`config.mk`:
```
export PLATFORM = sky130hd
export DESIGN_NAME = rxevt_handshake
export DESIGN_NICKNAME = d
export VERILOG_FILES = /design/src/rtl/rxevt_pkg.sv /design/src/rtl/rxevt_addr_ptr.sv /design/src/rtl/rxevt_mode_req.sv /design/src/rtl/rxevt_evt_latch.sv /design/src/rtl/rxevt_handshake.sv
export SDC_FILE = /design/constraint.sdc
export NUM_CORES = 1
export LEC_CHECK = 0
export CAP_MARGIN = 20
export CORE_ASPECT_RATIO = 1.25
export CORE_MARGIN = 2
export CORE_UTILIZATION = 59
export DETAILED_ROUTE_END_ITERATION = 8
export GPL_TIMING_DRIVEN = 1
export PLACE_DENSITY = 0.9
export SKIP_CTS_REPAIR_TIMING = 1
export SYNTH_ARGS = -nofsm -noshare
export SYNTH_HDL_FRONTEND = slang
export SYNTH_SLANG_ARGS = --single-unit
export TNS_END_PERCENT = 100
```
`constraint.sdc`:
```
create_clock -name clk -period 3.8 [get_ports clk]
set_input_delay 0.38 -clock clk [delete_from_list [all_inputs] [get_ports clk]]
set_output_delay 0.38 -clock clk [all_outputs]
set_load 0.05 [all_outputs]
```
`src/rtl/rxevt_pkg.sv`:
```
package rxevt_pkg;

  typedef enum logic [2:0] {
    MD_PWD_RST = 3'd0,
    MD_PWD     = 3'd1,
    MD_RX_REQ  = 3'd2,
    MD_RX_POLL = 3'd3,
    MD_LN_REQ  = 3'd4,
    MD_LN_POLL = 3'd5,
    MD_DEL     = 3'd6
  } mode_e;

  localparam int MODE_W    = 3;
  localparam int MODE_LAST = 6;

  localparam int RA_MODE = 8'h00;
  localparam int RA_STAT = 8'h01;
  localparam int RA_CHAN = 8'h02;
  localparam int RA_BTN  = 8'h03;
  localparam int RA_ACK  = 8'h06;

  function automatic logic is_req_mode(mode_e m);
    return (m == MD_RX_REQ) || (m == MD_LN_REQ);
  endfunction

  function automatic logic is_listen_mode(mode_e m);
    return (m == MD_RX_REQ) || (m == MD_RX_POLL) ||
           (m == MD_LN_REQ) || (m == MD_LN_POLL);
  endfunction

endpackage

```
`src/rtl/rxevt_addr_ptr.sv`:
```
module rxevt_addr_ptr #(
  parameter int ADDR_W = 8
) (
  input  logic              clk,
  input  logic              rst_n,
  input  logic              acc_en,
  input  logic              acc_write,
  input  logic              acc_first,
  input  logic [ADDR_W-1:0] acc_wdata,
  output logic [ADDR_W-1:0] ptr_o
);

  logic [ADDR_W-1:0] ptr_q, ptr_nxt;
  logic              ptr_en;

  always_comb begin
    ptr_en  = acc_en;
    ptr_nxt = ptr_q;
    if (acc_write && acc_first) ptr_nxt = acc_wdata;
    else                        ptr_nxt = ptr_q + ADDR_W'(1);
  end

  always_ff @(posedge clk or negedge rst_n) begin
    if (!rst_n)      ptr_q <= '0;
    else if (ptr_en) ptr_q <= ptr_nxt;
  end

  assign ptr_o = ptr_q;

  // data byte accesses step the pointer by one
  assert_ptr_step_R9: assert property (@(posedge clk) disable iff (!rst_n)
    (acc_en && !(acc_write && acc_first)) |=> (ptr_q == $past(ptr_q) + ADDR_W'(1)));

  // address byte loads the pointer
  assert_ptr_load_R9: assert property (@(posedge clk) disable iff (!rst_n)
    (acc_en && acc_write && acc_first) |=> (ptr_q == $past(acc_wdata)));

endmodule

```
`src/rtl/rxevt_mode_req.sv`:
```
module rxevt_mode_req
  import rxevt_pkg::*;
#(
  parameter int DATA_W = 8
) (
  input  logic              clk,
  input  logic              rst_n,
  input  logic              mode_we,
  input  logic [DATA_W-1:0] wdata,
  input  logic              changed,
  output mode_e             mode_o,
  output logic              listen_o,
  output logic              req_drive_low
);

  mode_e mode_q, mode_nxt;
  logic  mode_en;

  always_comb begin
    mode_en  = mode_we && (wdata <= DATA_W'(MODE_LAST));
    mode_nxt = mode_e'(wdata[MODE_W-1:0]);
  end

  always_ff @(posedge clk or negedge rst_n) begin
    if (!rst_n)       mode_q <= MD_PWD_RST;
    else if (mode_en) mode_q <= mode_nxt;
  end

  assign mode_o        = mode_q;
  assign listen_o      = is_listen_mode(mode_q);
  assign req_drive_low = (mode_q == MD_PWD_RST) || (changed && is_req_mode(mode_q));

  // accepted mode value visible next cycle
  assert_mode_take_R2: assert property (@(posedge clk) disable iff (!rst_n)
    (mode_we && (wdata <= DATA_W'(MODE_LAST))) |=> (mode_q == $past(wdata[MODE_W-1:0])));

  // out-of-range values ignored
  assert_mode_reject_R2: assert property (@(posedge clk) disable iff (!rst_n)
    (mode_we && (wdata > DATA_W'(MODE_LAST))) |=> $stable(mode_q));

endmodule

```
`src/rtl/rxevt_evt_latch.sv`:
```
module rxevt_evt_latch #(
  parameter int DATA_W = 8
) (
  input  logic              clk,
  input  logic              rst_n,
  input  logic              evt_begin,
  input  logic              evt_end,
  input  logic [DATA_W-1:0] evt_chan,
  input  logic [DATA_W-1:0] evt_btn,
  input  logic              ack,
  input  logic              btn_we,
  input  logic [DATA_W-1:0] btn_wdata,
  output logic              changed_o,
  output logic              valid_o,
  output logic [DATA_W-1:0] chan_o,
  output logic [DATA_W-1:0] btn_o
);

  // visible report
  logic              chg_q, chg_n;
  logic              val_q, val_n;
  logic [DATA_W-1:0] chan_q, chan_n;
  logic [DATA_W-1:0] btn_q, btn_n;
  // parked event slot
  logic              pv_q, pv_n;
  logic              pb_q, pb_n;
  logic [DATA_W-1:0] pc_q, pc_n;
  logic [DATA_W-1:0] pt_q, pt_n;
  // after-acknowledge intermediate
  logic              chg_a, val_a, pv_a;
  logic [DATA_W-1:0] chan_a, btn_a;
  logic              evt_any;

  always_comb begin
    chg_a  = chg_q;
    val_a  = val_q;
    chan_a = chan_q;
    btn_a  = btn_q;
    pv_a   = pv_q;
    if (btn_we) btn_a = btn_wdata;
    if (ack) begin
      if (pv_q) begin
        chg_a = 1'b1;
        val_a = pb_q;
        if (pb_q) begin
          chan_a = pc_q;
          btn_a  = pt_q;
        end
        pv_a = 1'b0;
      end else begin
        chg_a = 1'b0;
      end
    end

    evt_any = evt_begin || evt_end;
    chg_n  = chg_a;
    val_n  = val_a;
    chan_n = chan_a;
    btn_n  = btn_a;
    pv_n   = pv_a;
    pb_n   = pb_q;
    pc_n   = pc_q;
    pt_n   = pt_q;
    if (evt_any) begin
      if (!chg_a) begin
        chg_n = 1'b1;
        val_n = evt_begin;
        if (evt_begin) begin
          chan_n = evt_chan;
          btn_n  = evt_btn;
        end
      end else begin
        pv_n = 1'b1;
        pb_n = evt_begin;
        if (evt_begin) begin
          pc_n = evt_chan;
          pt_n = evt_btn;
        end
      end
    end
  end

  always_ff @(posedge clk or negedge rst_n) begin
    if (!rst_n) begin
      chg_q  <= 1'b0;
      val_q  <= 1'b0;
      chan_q <= '0;
      btn_q  <= '0;
      pv_q   <= 1'b0;
      pb_q   <= 1'b0;
      pc_q   <= '0;
      pt_q   <= '0;
    end else begin
      chg_q  <= chg_n;
      val_q  <= val_n;
      chan_q <= chan_n;
      btn_q  <= btn_n;
      pv_q   <= pv_n;
      pb_q   <= pb_n;
      pc_q   <= pc_n;
      pt_q   <= pt_n;
    end
  end

  assign changed_o = chg_q;
  assign valid_o   = val_q;
  assign chan_o    = chan_q;
  assign btn_o     = btn_q;

  // report frozen while changed and not acknowledged
  assert_freeze_R6: assert property (@(posedge clk) disable iff (!rst_n)
    (chg_q && !ack) |=> ($stable(chan_q) && $stable(val_q)));

  assert_freeze_btn_R6: assert property (@(posedge clk) disable iff (!rst_n)
    (chg_q && !ack && !btn_we) |=> $stable(btn_q));

  // acknowledge with a parked event keeps changed set
  assert_park_reload_R8: assert property (@(posedge clk) disable iff (!rst_n)
    (ack && pv_q) |=> chg_q);

  // acknowledge with nothing parked clears changed
  assert_ack_clear_R7: assert property (@(posedge clk) disable iff (!rst_n)
    (ack && !pv_q && !evt_any) |=> !chg_q);

  // begin event on an idle report sets both flags
  assert_begin_sets_R5: assert property (@(posedge clk) disable iff (!rst_n)
    (evt_begin && !chg_q) |=> (chg_q && val_q));

endmodule

```
`src/rtl/rxevt_handshake.sv`:
```
module rxevt_handshake
  import rxevt_pkg::*;
#(
  parameter int DATA_W = 8
) (
  input  logic              clk,
  input  logic              rst_n,
  input  logic              acc_en,
  input  logic              acc_write,
  input  logic              acc_first,
  input  logic [DATA_W-1:0] acc_wdata,
  output logic [DATA_W-1:0] rd_data,
  input  logic              evt_begin,
  input  logic              evt_end,
  input  logic [DATA_W-1:0] evt_chan,
  input  logic [DATA_W-1:0] evt_btn,
  output logic [2:0]        mode_o,
  output logic              req_drive_low,
  input  logic              req_line
);

  localparam int ADDR_W = DATA_W;

  logic [ADDR_W-1:0] ptr;
  logic              wr_hit, rd_hit;
  logic              mode_we, btn_we, ack;
  logic              listen;
  logic              evt_begin_g, evt_end_g;
  logic              changed, valid;
  logic [DATA_W-1:0] chan, btn;
  mode_e             mode;

  rxevt_addr_ptr #(.ADDR_W(ADDR_W)) u_ptr (
    .clk       (clk),
    .rst_n     (rst_n),
    .acc_en    (acc_en),
    .acc_write (acc_write),
    .acc_first (acc_first),
    .acc_wdata (acc_wdata),
    .ptr_o     (ptr)
  );

  always_comb begin
    wr_hit  = acc_en && acc_write && !acc_first;
    rd_hit  = acc_en && !acc_write;
    mode_we = wr_hit && (ptr == ADDR_W'(RA_MODE));
    btn_we  = wr_hit && (ptr == ADDR_W'(RA_BTN));
    ack     = rd_hit && (ptr == ADDR_W'(RA_ACK));
  end

  rxevt_mode_req #(.DATA_W(DATA_W)) u_mode (
    .clk           (clk),
    .rst_n         (rst_n),
    .mode_we       (mode_we),
    .wdata         (acc_wdata),
    .changed       (changed),
    .mode_o        (mode),
    .listen_o      (listen),
    .req_drive_low (req_drive_low)
  );

  assign evt_begin_g = evt_begin && listen;
  assign evt_end_g   = evt_end && !evt_begin && listen;

  rxevt_evt_latch #(.DATA_W(DATA_W)) u_evt (
    .clk       (clk),
    .rst_n     (rst_n),
    .evt_begin (evt_begin_g),
    .evt_end   (evt_end_g),
    .evt_chan  (evt_chan),
    .evt_btn   (evt_btn),
    .ack       (ack),
    .btn_we    (btn_we),
    .btn_wdata (acc_wdata),
    .changed_o (changed),
    .valid_o   (valid),
    .chan_o    (chan),
    .btn_o     (btn)
  );

  always_comb begin
    rd_data = '0;
    if (ptr == ADDR_W'(RA_MODE)) begin
      rd_data[MODE_W-1:0] = mode;
    end else if (ptr == ADDR_W'(RA_STAT)) begin
      rd_data[DATA_W-1] = changed;
      rd_data[DATA_W-2] = valid;
    end else if (ptr == ADDR_W'(RA_CHAN)) begin
      rd_data = chan;
    end else if (ptr == ADDR_W'(RA_BTN)) begin
      rd_data = btn;
    end
  end

  assign mode_o = mode;

  // a driven-low request is seen low on the wired line
  assert_line_low_R3: assert property (@(posedge clk) disable iff (!rst_n)
    req_drive_low |-> !req_line);

  // polled and idle modes never pull the line
  assert_polled_quiet_R3: assert property (@(posedge clk) disable iff (!rst_n)
    (mode == MD_PWD || mode == MD_RX_POLL || mode == MD_LN_POLL || mode == MD_DEL)
      |-> !req_drive_low);

  // the acknowledge register reads as zero
  assert_ack_zero_R7: assert property (@(posedge clk) disable iff (!rst_n)
    ack |-> (rd_data == '0));

  // events outside listening modes leave the report untouched
  assert_deaf_R5: assert property (@(posedge clk) disable iff (!rst_n)
    ((evt_begin || evt_end) && !listen && !changed && !btn_we) |=> !changed);

endmodule

```
=== After elaboration in Yosys (flattened, before gate mapping) ===
Cells that the tools add are included.

* Bits in registers: 47
* Bits in latches: 0
* Bits in writable memories: 0
* ROM bits: 0
* Input port bits: 32
* Output and inout bits: 12
* Word-level logic and storage cells: 75
* Memories kept: 0

* Add/subtract/negate cells: 1
* Multipliers: 0
* Div/mod/pow operators: 0
* Order comparisons: 1
* Eq/ne operators: 8
* Shift-type cells: 0
* Multiplexer cells: 30
* Bitwise operators: 0
* Reductions and logical operators: 25

{| class="wikitable"
|+ Operators by type and width
! cell !! number
|-
| $mux W8 || 16
|-
| $eq A8 B2 Y1 const B || 2
|-
| $logic_and A1 B1 Y1 || 12
|-
| $mux W1 || 10
|-
| $add A8 B1 Y8 const B || 1
|-
| $eq A8 B1 Y1 const B || 1
|-
| $eq A8 B3 Y1 const B || 1
|-
| $le A8 B3 Y1 const B || 1
|-
| $logic_not A8 Y1 || 1
|-
| $eq A3 B2 Y1 const B || 2
|-
| $eq A3 B3 Y1 const B || 2
|-
| $logic_or A1 B1 Y1 || 6
|-
| $mux W6 || 1
|-
| $mux W5 || 1
|-
| $logic_not A1 Y1 || 3
|-
| $logic_not A3 Y1 || 1
|-
| $mux W3 || 1
|-
| $reduce_and A3 Y1 || 1
|-
| $mux W2 || 1
|-
| $reduce_and A2 Y1 || 1
|}

=== Logic depth before layout (Yosys ltp) ===
Gate-level depths: netlist of run 1.

* Depth after elaboration: 10
* Mapped depth: 8
* Mapped depth without buffers: 6

=== Cells and area by module ===
Synthesis of run 1 repeated with hierarchy kept, for this count alone.

* Cells, all modules: 254
* Area, all modules: 2,723.9 sq um

{| class="wikitable"
|+ Modules (own cells, without submodules)
! module !! instances !! cells an instance !! area each (sq um) !! sequential area each (sq um)
|-
| rxevt_evt_latch || 1 || 135 || 1,701.6 || 900.9
|-
| rxevt_addr_ptr || 1 || 58 || 533.0 || 200.2
|-
| rxevt_handshake || 1 || 39 || 295.3 || 0.0
|-
| rxevt_mode_req || 1 || 22 || 193.9 || 75.1
|}

=== Worst setup path before layout of run 1 ===
OpenSTA, ideal clock, no wires.

* Kind: reg-to-output
* Start point: register u_ptr.ptr_q[0], in the netlist u_ptr.ptr_o[0]
* End point: output rd_data[0]
* Data arrival time: 2,747 ps
* Required time: 3,420 ps
* Path slack: 673 ps
* Cell stages (with the launch flop): 7
* Buffers on the path: 1
* Path through: dfrtp_1 ha_1 or3b_2 clkbuf_1 a2111oi_0 a21oi_1 o21ai_0

* Longest elaborated chain between the ends: 5
* Elaborated cells between the ends (all ways): 8
* Classes of those cells: 3 x eq/ne; 4 x mux; 1 x reduce/logical

{| class="wikitable"
|+ Ends and longest elaborated chain
! element !! line !! RTL
|-
| start: declaration || rxevt_addr_ptr.sv:13 || <nowiki>logic [ADDR_W-1:0] ptr_q, ptr_nxt;</nowiki>
|-
| start signal: assignment || rxevt_addr_ptr.sv:25 || <nowiki>else if (ptr_en) ptr_q <= ptr_nxt;</nowiki>
|-
| $eq A8 B2 Y1 || rxevt_handshake.sv:90 || <nowiki>end else if (ptr == ADDR_W'(RA_BTN)) begin</nowiki>
|-
| $mux W8 || rxevt_handshake.sv:90 ||
|-
| $mux W8 || rxevt_handshake.sv:88 || <nowiki>end else if (ptr == ADDR_W'(RA_CHAN)) begin</nowiki>
|-
| $mux W6 || rxevt_handshake.sv:85 || <nowiki>end else if (ptr == ADDR_W'(RA_STAT)) begin</nowiki>
|-
| $mux W3 (*) || rxevt_handshake.sv:83 || <nowiki>if (ptr == ADDR_W'(RA_MODE)) begin</nowiki>
|-
| end: declaration || rxevt_handshake.sv:12 || <nowiki>output logic [DATA_W-1:0] rd_data,</nowiki>
|}

Mark *: on every way between the ends. The rest lies on a longest branch, timed or not.

=== Final worst setup path of run 1 ===
* Start point: register u_ptr.ptr_q[0], in the netlist u_ptr.ptr_o[0]
* End point: output rd_data[1]

Same word-level chain as after synthesis.

==> run summary, run 1 <==
Die area: 5550 µm²
Run status: complete, no violations
Yosys reg bits: 47
CTS Buf Count: 5
HPWL Detailed: 4.83 mm
Utilization after layout: 72.8%
Startpoint types: flip-flop
Wire length per cell: 18.4 µm
Net Sw Frac: 31.6%
Sequential-to-total area share from yosys stat: 40.1%
CTS tree: done
Number of fill cells: 351
Cell with the most instances after synthesis: dfrtp_1
Root buffer cell: clkbuf_8
CP arrival: 3.31 ns
IO Count: 44
Worst r2r path cells: 6
Met1 Track Usage GR: 35.0%
Reg-to-reg startpoint: u_ptr.ptr_o[0]
Tightest Pin Transition: 0.927 ns
Die W: 67.0 µm
Row Count: 28
Most used routing layer: met2
Clk pwr share: 29.0%
Port Buffers: 42
Core area: 4760 µm²
Crit path launch: u_ptr.ptr_o[0]
Die height: 82.8 µm
H-tree depth: 2
Netlist Area Pre-Place: 2930 µm²
M3 GR Usage: 5.15%
Clock Sinks: 47
Async SR Flop Fraction: 100%
Latest clock arrival within the worst-skew pair: 0.30 ns
Yosys top cell by area: dfrtp_1
RD Place Congestion: 0.916
Synth area leaders: dfrtp_1, mux2_4, mux2_2
Hold Vio Cnt, Final: 0
Synth cell count leaders: dfrtp_1, nand4_1, a21oi_1, inv_1
Worst-path clk slew: 0.08 ns
Max VDD drop: 0.256 mV
CP required: 3.42 ns
Clock Skews: 0.00750 ns
DRC viols: 0
Global-route wire length before repair: 11.6 mm
Slew HR: 38.2%
Synth Flop Type: dfrtp_1
Worst min path class: primary input to async pin
Post-route setup TNS: 0 ns
Initial antenna violation count: 0
Seq pwr share: 48.8%
Remaining Overflow, GRT: 0
Effective utilization at floorplan: 61.5%
Tmin final: 3.69 ns
Critical path peak fanout: 9
R2R Setup Slk: 1.20 ns
Final Setup Violations: 0
Final nets: 356
Met2 Track Usage GR: 43.1%
Final wirelength: 7.00 mm
Vias in the first global route: 2428
Top cell type's share of synthesized area: 40.1%
Share of layout cells above drive strength 1: 17.8%
Largest net degree at the start of global routing: 48
Crit Path Class: flip-flop to primary output
YS warnings: 0
Library cells used by synthesis: 53
Final ANT Viol Nets: 0
P_sw: 398 µW
Syn_nets: 323
Internal power: 861 µW
Clock tree buffer depth: 2
EDFF count, synth: 0
Vias: 2483
Avg Cell Area, Syn: 10.2 µm²
Comb pwr share: 22.2%
Static Leakage: 0.00147 µW
Diodes inserted: 0
PnR Total Power: 1260 µW
Hold Slack: 0.452 ns
Unrepaired setup endpoints after global routing: no
R2R Path End: u_evt.btn_o[7]
Detailed Routing Iterations Pass 1: 5
Number of vias per cell: 6.53
Cells after synthesis: 287
1st-iter DRT viols: 246
Area added between synthesis and finish: 18.4%
Power Density: 363 nW/µm²
Final period util: 97.2%
Final Max Slew Viols: 0
FMAX: 271 MHz
CP Capture Type: primary output
Gr usage total: 26.8%
Max_cap viols: 0
## per-stage QoR
step                instances  instance area, µm²  setup slack (ns)
floorplan                 287                2930             0.673
global placement          371                3330             0.640
detailed placement        371                3330             0.531
CTS                       378                3440             0.174
global route              380                3470            0.0225
finish                    380                3470             0.107
## placed cells by master, fill, tap and decap left out, drive strengths merged, types with 5 or more instances in the layout
| master | n |
|---|---|
| nand4 | 17 |
| inv | 16 |
| dfrtp | 47 |
| nor2b | 7 |
| nor2 | 10 |
| nand3 | 10 |
| mux2i | 8 |
| a31oi | 9 |
| nand2 | 12 |
| mux2 | 19 |
| buf | 10 |
| clkdlybuf4s50 | 40 |
| a311oi | 8 |
| clkbuf | 5 |
| o31ai | 10 |
| a2111oi | 8 |
| o21ai | 21 |
| a21oi | 16 |
## state kept, by name, indices dropped and copies added (netlist names)
| register | cells |
|---|---|
| u_evt.btn_o | 8 |
| u_evt.chan_o | 8 |
| u_evt.pc_q | 8 |
| u_evt.pt_q | 8 |
| u_ptr.ptr_o | 8 |
| u_mode.mode_o | 3 |
| u_evt.changed_o | 1 |
| u_evt.pb_q | 1 |
| u_evt.pv_q | 1 |
| u_evt.valid_o | 1 |
## cells by family after synthesis
group	count (synthesis)	synth area share (%)
buf+inv	42	7.21
simple gates	78	16.8
compound gates	88	22.7
fa+ha+maj	4	1.71
flops	47	40.1
mux	27	11.2
xor+xnor	1	0.299
## metal layers
metal | wire (µm) | vias to the layer above
met5 | 0 | -
met3 | 408 | 20
met2 | 3510 | 110
met4 | 175 | 0
li1 | - | 1150
met1 | 2900 | 1203
## power by group through the flow
| stage | Combinational (µW) | Clock [µW] | Sequential [µW] |
|---|---|---|---|
| floorplan | 224 | 0 | 584 |
| global placement | 264 | 0 | 615 |
| detailed placement | 273 | 0 | 619 |
| CTS | 275 | 366 | 611 |
| global route | 308 | 386 | 620 |
| finish | 280 | 365 | 614 |
## final cells by class
class	count	area [µm²]	area share, %
multi-input combinational	198	1540	44.5
sequential	47	1180	33.9
timing repair buffer	52	508	14.6
tap	60	75.1	2.16
clock buffer	5	68.8	1.98
inverter	16	60.1	1.73
clock inverter	2	37.5	1.08
## worst max-delay path, cell delays in order, from the launching register on
cell	delay, ns
dfrtp_1	0.46
ha_1	0.27
or3b_2	0.58
a2111oi_0	0.61
a21oi_1	0.10
o22ai_1	0.18
clkdlybuf4s50_1	0.82
## worst max-delay path by stage
stage                       endpoint  slack [ns]  cells past startpoint
after global routing      rd_data[2]        0.02                      6
after CTS                 rd_data[1]        0.17                      6
after detailed placement  rd_data[1]        0.53                      6
after floorplan           rd_data[0]        0.67                      6
final                     rd_data[1]        0.11                      6
after global placement    rd_data[1]        0.64                      6
Power figures use the tool's default switching activity.
==> inputs of run 2 (changes only) <==
--- a/config.mk
+++ b/config.mk
@@ -6,12 +6,15 @@
 export NUM_CORES = 1
 export LEC_CHECK = 0
 export CAP_MARGIN = 20
+export CELL_PAD_IN_SITES_DETAIL_PLACEMENT = 1
+export CELL_PAD_IN_SITES_GLOBAL_PLACEMENT = 2
 export CORE_ASPECT_RATIO = 1.25
 export CORE_MARGIN = 2
-export CORE_UTILIZATION = 59
+export CORE_UTILIZATION = 37
 export DETAILED_ROUTE_END_ITERATION = 8
 export GPL_TIMING_DRIVEN = 1
-export PLACE_DENSITY = 0.9
+export PLACE_DENSITY = 0.89
+export SETUP_SLACK_MARGIN = 0.02
 export SKIP_CTS_REPAIR_TIMING = 1
 export SYNTH_ARGS = -nofsm -noshare
 export SYNTH_HDL_FRONTEND = slang
==> run summary, run 2 (same netlist as run 1, synthesis figures left out) <==
Run status: complete, no violations
Power Density: 375 nW/µm²
Root buffer cell: clkbuf_8
CTS Buf Count: 5
Area added between synthesis and finish: 21.3%
Vias: 2433
Routed length on met2: 4.10 mm
Hold Vio Cnt, Final: 0
Final wirelength: 8.09 mm
R2R Path End: u_evt.btn_o[2]
Tmin final: 3.57 ns
Number of vias per cell: 5.82
Max_cap viols: 0
Critical path peak fanout: 9
Die height: 104 µm
Row Count: 36
Effective utilization at floorplan: 37.8%
Remaining Overflow, GRT: 0
Core area: 7750 µm²
FMAX: 280 MHz
Final Max Slew Viols: 0
Wl on met1: 3.49 mm
Crit path launch: u_ptr.ptr_o[0]
Static Leakage: 0.00151 µW
Die W: 83.6 µm
Final ANT Viol Nets: 0
Unrepaired setup endpoints after global routing: no
DRC viols: 0
Diodes inserted: 0
Clock Sinks: 47
Die area: 8660 µm²
Clock Skews: 0.00535 ns
Tightest Pin Transition: 0.960 ns
CP Capture Type: primary output
Max VDD drop: 0.194 mV
Worst r2r path cells: 8
Highest Signal Layer: met4
Final Setup Violations: 0
R2R Setup Slk: 1.33 ns
Global-route wire length before repair: 13.5 mm
Slew HR: 35.8%
Clock tree buffer depth: 2
H-tree depth: 2
Gr usage total: 19.2%
CP required: 3.42 ns
Most frequent cells in the layout: dfrtp_1, clkdlybuf4s50_1, nand4_1
Share of layout cells above drive strength 1: 18.6%
Met3 routed WL: 303 µm
Crit Path Class: flip-flop to primary output
Port Buffers: 42
Most common cell after layout, fill and taps aside: dfrtp_1
Detailed Routing Iterations Pass 1: 4
Latest clock arrival within the worst-skew pair: 0.30 ns
Post-route setup TNS: 0 ns
CP arrival: 3.19 ns
Final period util: 93.8%
Final nets: 358
Largest net degree at the start of global routing: 48
1st-iter DRT viols: 108
Initial antenna violation count: 0
Reg-to-reg startpoint: u_ptr.ptr_o[0]
CTS tree: done
IO Count: 44
Wire length per cell: 19.4 µm
Startpoint types: flip-flop
Worst min path class: primary input to async pin
HPWL Detailed: 5.89 mm
RD Place Congestion: 0.812
Worst-path clk slew: 0.08 ns
PnR Total Power: 1330 µW
Utilization after layout: 45.9%
Vias in the first global route: 2545
## run 2: worst max-delay path by stage
stage | to | cells after the start
after floorplan | rd_data[0] | 6
after global placement | rd_data[0] | 6
after detailed placement | rd_data[0] | 6
after CTS | rd_data[0] | 6
after global routing | rd_data[1] | 6
final | rd_data[1] | 6
## run 2: final cells by class
type | instances | area (µm²)
Inverter | 16 | 60.1
Sequential cell | 47 | 1180
Tap cell | 95 | 119
Clock buffer | 6 | 72.6
Clock inverter | 2 | 60.1
Timing Repair Buffer | 54 | 523
Multi-Input combinational cell | 198 | 1540
Fill cell | 894 | 4190
## run 2: power by group
group,leakage [µW],switching [µW],internal (µW)
sequential,0.000597,66.3,547
combinational,0.000853,164,122
clock,0.0000654,172,263
total,0.00151,403,931
## run 2: layer usage
metal,up-vias,track usage [%]
li1,1149,-
met1,1214,25.3
met2,55,32.7
met3,15,2.63
met4,0,6.11
met5,-,0
## run 2: worst max-delay path: stages (launching register included)
cell and delay, ns:
dfrtp_1 0.45, ha_1 0.26, or3b_2 0.57, a2111oi_0 0.45
a21oi_1 0.10, o22ai_1 0.21, clkdlybuf4s50_1 0.84
## run 2: stage by stage
step / std cells / cell area (µm²) / hold WS [ns] / setup WS [ns]
after CTS: 418 / 3550 / 0.203 / 0.149
after global placement: 410 / 3420 / 0.471 / 0.569
after detailed placement: 410 / 3420 / 0.479 / 0.447
after global routing: 418 / 3550 / 0.221 / 0.0426
final: 418 / 3550 / 0.170 / 0.235
after floorplan: 287 / 2930 / 0.0844 / 0.673
